**src/rtl/odmux_pkg.sv**
```systemverilog
package odmux_pkg;

  // Source selected for the CPU read bus in a given cycle.
  typedef enum logic [1:0] {
    RSEL_NONE  = 2'd0,
    RSEL_PIN   = 2'd1,
    RSEL_LATCH = 2'd2
  } rsel_e;

  // Latch reset value: every pin released and ready as input.
  function automatic logic [63:0] latch_reset_word();
    return '1;
  endfunction

endpackage

```
**src/rtl/odmux_latch.sv**
```systemverilog
module odmux_latch #(
  parameter int W = 8,
  localparam int IDX_W = $clog2(W)
) (
  input  logic             clk,
  input  logic             rst,
  input  logic             wr_byte,
  input  logic [W-1:0]     wdata,
  input  logic             wr_bit,
  input  logic [IDX_W-1:0] bit_idx,
  input  logic             bit_val,
  output logic [W-1:0]     latch_q
);
  import odmux_pkg::*;

  localparam logic [W-1:0] RST_VAL = W'(latch_reset_word());

  // One flop per bit; a bit write aimed at this bit overrides a byte write.
  for (genvar i = 0; i < W; i++) begin : g_bit
    logic hit;
    assign hit = wr_bit && (bit_idx == IDX_W'(i));
    always_ff @(posedge clk) begin
      if (rst)          latch_q[i] <= RST_VAL[i];
      else if (hit)     latch_q[i] <= bit_val;
      else if (wr_byte) latch_q[i] <= wdata[i];
    end
  end

  // Bit write touches only the indexed bit.
  AST_BIT_WRITE_LOCAL: assert property (@(posedge clk) disable iff (rst)
    (wr_bit && !wr_byte) |=> (latch_q[$past(bit_idx)] == $past(bit_val)) &&
      ((latch_q ^ $past(latch_q)) & ~(W'(1) << $past(bit_idx))) == '0);

  // Byte write alone loads the whole byte.
  AST_BYTE_LOAD: assert property (@(posedge clk) disable iff (rst)
    (wr_byte && !wr_bit) |=> latch_q == $past(wdata));

  // Without any write the latch holds.
  AST_LATCH_HOLD: assert property (@(posedge clk) disable iff (rst)
    (!wr_byte && !wr_bit) |=> $stable(latch_q));

endmodule

```
**src/rtl/odmux_pad_drive.sv**
```systemverilog
module odmux_pad_drive #(
  parameter int W = 8
) (
  input  logic         clk,
  input  logic         rst,
  input  logic         bus_mode,
  input  logic [W-1:0] ad_out,
  input  logic [W-1:0] latch_q,
  output logic [W-1:0] drv_lo,
  output logic [W-1:0] drv_hi
);

  // Per bit: the mux picks the pull-down source, the AND gate opens the high
  // driver only in bus mode.
  for (genvar i = 0; i < W; i++) begin : g_pad
    logic lo_nxt, hi_nxt;
    always_comb begin
      lo_nxt = bus_mode ? ~ad_out[i] : ~latch_q[i];
      hi_nxt = bus_mode & ad_out[i];
    end
    always_ff @(posedge clk) begin
      if (rst) begin
        drv_lo[i] <= 1'b0;
        drv_hi[i] <= 1'b0;
      end else begin
        drv_lo[i] <= lo_nxt;
        drv_hi[i] <= hi_nxt;
      end
    end
  end

  AST_NO_CONTENTION: assert property (@(posedge clk)
    (drv_hi & drv_lo) == '0);

  AST_IO_NO_HIGH: assert property (@(posedge clk) disable iff (rst)
    !bus_mode |=> drv_hi == '0);

  AST_BUS_FOLLOWS_AD: assert property (@(posedge clk) disable iff (rst)
    bus_mode |=> (drv_hi == $past(ad_out)) && (drv_lo == ~$past(ad_out)));

endmodule

```
**src/rtl/odmux_read_path.sv**
```systemverilog
module odmux_read_path #(
  parameter int W = 8
) (
  input  logic         clk,
  input  logic         rst,
  input  logic         rd_pin,
  input  logic         rd_latch,
  input  logic [W-1:0] pin_in,
  input  logic [W-1:0] latch_q,
  output logic [W-1:0] rdata,
  output logic         rvalid
);
  import odmux_pkg::*;

  rsel_e sel;

  // Latch path has priority so read-modify-write never sees the pin.
  always_comb begin
    if (rd_latch)    sel = RSEL_LATCH;
    else if (rd_pin) sel = RSEL_PIN;
    else             sel = RSEL_NONE;
  end

  always_ff @(posedge clk) begin
    if (rst) begin
      rdata  <= '0;
      rvalid <= 1'b0;
    end else begin
      unique case (sel)
        RSEL_LATCH: rdata <= latch_q;
        RSEL_PIN:   rdata <= pin_in;
        default:    rdata <= '0;
      endcase
      rvalid <= (sel != RSEL_NONE);
    end
  end

  AST_IDLE_BUS: assert property (@(posedge clk) disable iff (rst)
    (!rd_pin && !rd_latch) |=> (rdata == '0) && !rvalid);

  AST_LATCH_READ: assert property (@(posedge clk) disable iff (rst)
    rd_latch |=> rvalid && (rdata == $past(latch_q)));

  AST_PIN_READ: assert property (@(posedge clk) disable iff (rst)
    (rd_pin && !rd_latch) |=> rvalid && (rdata == $past(pin_in)));

endmodule

```
**src/rtl/odmux_port.sv**
```systemverilog
module odmux_port #(
  parameter int W = 8,
  localparam int IDX_W = $clog2(W)
) (
  input  logic             clk,
  input  logic             rst,
  input  logic             wr_byte_i,
  input  logic [W-1:0]     wdata_i,
  input  logic             wr_bit_i,
  input  logic [IDX_W-1:0] bit_idx_i,
  input  logic             bit_val_i,
  input  logic             rd_pin_i,
  input  logic             rd_latch_i,
  input  logic             bus_mode_i,
  input  logic [W-1:0]     ad_out_i,
  input  logic [W-1:0]     pin_in_i,
  output logic [W-1:0]     drv_lo_o,
  output logic [W-1:0]     drv_hi_o,
  output logic [W-1:0]     rdata_o,
  output logic             rvalid_o
);

  logic [W-1:0] latch_q;

  odmux_latch #(.W(W)) u_latch (
    .clk     (clk),
    .rst     (rst),
    .wr_byte (wr_byte_i),
    .wdata   (wdata_i),
    .wr_bit  (wr_bit_i),
    .bit_idx (bit_idx_i),
    .bit_val (bit_val_i),
    .latch_q (latch_q)
  );

  odmux_pad_drive #(.W(W)) u_pad (
    .clk      (clk),
    .rst      (rst),
    .bus_mode (bus_mode_i),
    .ad_out   (ad_out_i),
    .latch_q  (latch_q),
    .drv_lo   (drv_lo_o),
    .drv_hi   (drv_hi_o)
  );

  odmux_read_path #(.W(W)) u_rd (
    .clk      (clk),
    .rst      (rst),
    .rd_pin   (rd_pin_i),
    .rd_latch (rd_latch_i),
    .pin_in   (pin_in_i),
    .latch_q  (latch_q),
    .rdata    (rdata_o),
    .rvalid   (rvalid_o)
  );

  // Reset releases every pad and parks the latch at all ones.
  AST_RESET_STATE: assert property (@(posedge clk)
    rst |=> (latch_q == '1) && (drv_lo_o == '0) && (drv_hi_o == '0) && !rvalid_o);

endmodule

```
**config.mk**
```make
export PLATFORM = sky130hd
export DESIGN_NAME = odmux_port
export DESIGN_NICKNAME = d
export VERILOG_FILES = /design/src/rtl/odmux_pkg.sv /design/src/rtl/odmux_latch.sv /design/src/rtl/odmux_pad_drive.sv /design/src/rtl/odmux_read_path.sv /design/src/rtl/odmux_port.sv
export SDC_FILE = /design/constraint.sdc
export NUM_CORES = 1
export LEC_CHECK = 0
export CAP_MARGIN = 20
export CORE_MARGIN = 2
export CORE_UTILIZATION = 40
export DETAILED_ROUTE_END_ITERATION = 7
export DONT_BUFFER_PORTS = 1
export GPL_TIMING_DRIVEN = 0
export PLACE_DENSITY = 0.53
export SLEW_MARGIN = 20
export SYNTH_ARGS = -nofsm -noshare
export SYNTH_HDL_FRONTEND = slang
export SYNTH_SLANG_ARGS = --single-unit
export TNS_END_PERCENT = 5
```
**constraint.sdc**
```tcl
create_clock -name clk -period 1.2 [get_ports clk]
set_clock_uncertainty 0.05 [all_clocks]
set_input_delay 0 -clock clk [delete_from_list [all_inputs] [get_ports clk]]
set_output_delay 0 -clock clk [all_outputs]
set_load 0.02 [all_outputs]
```
==> flow_metrics.py <==
metrics = {
    "critical_path": {
        "timing.rr.end": "u_latch.latch_q[5]",
        "crit_fanout": 1,
        "crit_path_max_incr_delay_ns": 0.57,
        "cp-start-kind": "primary input",
        "worst-setup-path-type": "in2reg",
        "reg2reg_depth": 3,
        "r2r_slack_ns": 0.23,
        "slowest_stage": "dlygate4sd3_1",
        "end_kind": "flop",
        "cp_common_cell": "dlygate4sd3_1",
        "r2r_start": "u_latch.latch_q[5]",
        "crit_path_cell_trace": "dlygate4sd3_1 > nand3b_1 > dlygate4sd3_1 > a21oi_1",
        "required_ns": 1.41,
        "cp.arrival_ns": 1.33,
    },
    "placement": {
        "pre_cts_slack_ns": 0.259,
        "portBuffers": 0,
        "place.gp.congestion": 0.733,
        "hpwl_um": 1970,
        "post_dp_cell_area_um2": 1320,
    },
    "logic_synthesis": {
        "synth_top_cells_by_count": "dfxtp_1, nand2_1, nor2_1",
        "synthCells": 130,
        "async_flop_share_pct": 0,
        "synth_edf_count": 0,
        "syn_nets": 165,
        "syn_area_per_cell_um2": 9.71,
        "synth_area_leaders": "dfxtp_1, mux2i_1, nand2_1, nand3b_1, o211ai_1",
        "synth_seq_cells": 33,
        "ys_types": 22,
        "seq_area_frac_synth_pct": 52.3,
        "synthFlopType": "dfxtp_1",
        "yosysMostFrequentCell": "dfxtp_1",
        "ys.warnings.count": 0,
        "synth_top_area_share_pct": 52.3,
        "yosys.area.top_type": "dfxtp_1",
        "netlist_area_um2": 1260,
    },
    "die": {
        "die_area_um2": 3620,
        "coreArea_um2": 3030,
        "die_w_um": 60.2,
        "fp.dieH_um": 60.2,
        "num_rows": 20,
        "pin_count": 60,
        "floorplan.initialDensity_pct": 41.7,
    },
    "timing": {
        "tightest_slew_ns": 0.375,
        "setup_violations": 0,
        "slew_headroom_pct": 74.7,
        "min_period_over_period_pct": 93.2,
        "final_hold_viol_count": 2,
        "whs_ns": -0.00479,
        "final.setup.tns_ns": 0,
        "rsz0062_at_grt": "no",
        "slew_violations": 0,
        "fin_crit_ns": 1.12,
        "fmax_mhz": 894,
        "fin_ws_ns": 0.0812,
    },
    "clock_tree": {
        "cts.clk_slew.worst_paths_ns": 0.10,
        "cts_root_buf": "clkbuf_4",
        "cts_max_level": 2,
        "cts_buffers": 5,
        "clockBufferDepth": 2,
        "cts_tree": "done",
        "cts_resized": 0,
        "clock-sinks": 33,
        "clk_latency_ns": 0.33,
    },
    "run_status": {
        "outcome": "finished, violations left",
        "violations": "negative hold slack",
    },
    "min_path": {
        "holdPathEnd": "u_pad.drv_lo[4]",
        "hp-start": "bus_mode_i",
        "holdPathStages": 3,
        "hp-class": "in2reg",
    },
    "grt": {
        "grt-ovfl-total": 0,
        "grt_pass1_vias": 1096,
        "grtUsageTotal_pct": 20.0,
        "antenna_found_initial": 0,
        "grt_first_pass_wirelength_um": 5180,
        "grt_max_degree": 11,
    },
    "cells_and_area": {
        "syn2layout_area_growth_pct": 48.4,
        "diodes": 0,
        "stdcell_area_um2": 1870,
        "layout-drive-gt1-share_pct": 10.3,
        "layout.nets": 219,
    },
    "pwr": {
        "power-per-cell-area_nw_per_um2": 1300,
        "leakage_uw": 0.000771,
        "irDropWorstVdd_v": 0.000787,
    },
    "routing": {
        "avgRoutedWirePerCell_um": 14.1,
        "firstDrtPassIters": 4,
        "ant_nets": 0,
        "avgViaCountPerCell": 4.90,
        "vias": 1121,
        "totalWireLength_um": 3240,
        "drc": 0,
        "drt_iter0_drc": 51,
    },
    "run": {
        "cap_viol_max_count": 0,
    },
}
==> routing by layer <==
layer / track usage [%] / vias to the layer above / wire (um)
met3: 6.49 / 7 / 198
met2: 32.0 / 41 / 1570
met4: 11.4 / 0 / 63
met1: 23.4 / 508 / 1400
met5: 0 / - / 0
li1: - / 565 / -
==> final cells by class <==
type                            instances  area (um2)
Buffer                                  8        41.3
Multi-Input combinational cell         88         557
Timing Repair Buffer                   47         470
Clock inverter                          1        30.0
Fill cell                             259        1150
Clock buffer                            7        55.1
Tap cell                               44        55.1
Inverter                                1        3.75
Sequential cell                        33         661
==> cells by family (layout without fill, tap and decap cells) <==
family | after synthesis | after routing | share of synthesized area [%]
buf+inv | 9 | 64 | 3.57
simple gates | 62 | 62 | 28.5
mux | 8 | 8 | 6.34
compound gates | 18 | 18 | 9.22
flops | 33 | 33 | 52.3
==> power breakdown <==
group	leakage (uW)	switching, uW	total, uW	internal (uW)
clock	0.0000455	366	864	497
sequential	0.000274	103	1270	1170
combinational	0.000452	118	297	179
total	0.000771	587	2430	1840
==> sequential cells by signal, indices dropped and copies added (netlist names) <==
register and flops:
u_latch.latch_q 8, u_pad.drv_hi 8, u_pad.drv_lo 8, u_rd.rdata 8
u_rd.rvalid 1
==> timing repair <==
| action | CTS | global route |
|---|---|---|
| hold endpoints to repair | 33 | 8 |
| hold buffers | 46 | 1 |
| setup buffers | 0 | 0 |
==> worst max path at each step <==
stage / from / end
floorplan: u_latch.latch_q[5] / u_latch.latch_q[5]
global placement: u_latch.latch_q[5] / u_latch.latch_q[5]
detailed placement: u_latch.latch_q[5] / u_latch.latch_q[5]
CTS: pin_in_i[2] / u_rd.rdata[2]
global route: wr_bit_i / u_latch.latch_q[0]
finish: pin_in_i[5] / u_rd.rdata[5]
==> stage by stage <==
stage	instances	utilization [%]	hold WS (ns)	total power, uW
floorplan	130	-	0.0452	1420
global placement	174	43.5	0.0490	1460
detailed placement	174	43.5	0.0513	1460
CTS	228	61.5	-0.185	2440
global route	229	61.9	0.00431	2540
finish	229	61.9	-0.00479	2430
==> placed cells by master (no fill, tap or decap) <==
cell,n
a211oi_1,2
mux2i_1,8
buf_2,5
dfxtp_1,33
nand2b_1,6
clkbuf_2,1
and4_2,1
nor2b_1,2
bufinv_16,1
and4bb_2,3
dlygate4sd3_1,47
clkbuf_1,2
o211ai_1,7
and4b_1,2
clkbuf_4,5
inv_1,1
nor2_1,9
a21oi_1,8
and3_1,8
nor4b_1,1
and4b_2,1
clkbuf_8,1
a211o_1,1
nand3b_1,8
buf_4,1
nand2_1,21
==> critical path: cells and delay by family <==
kind	cells	cell delay, ns
AND/OR/NAND/NOR	1	0.08
buffers and inverters	2	1.12
AO/OA/AOI/OAI	1	0.14
(Power assumes the default switching activity.)
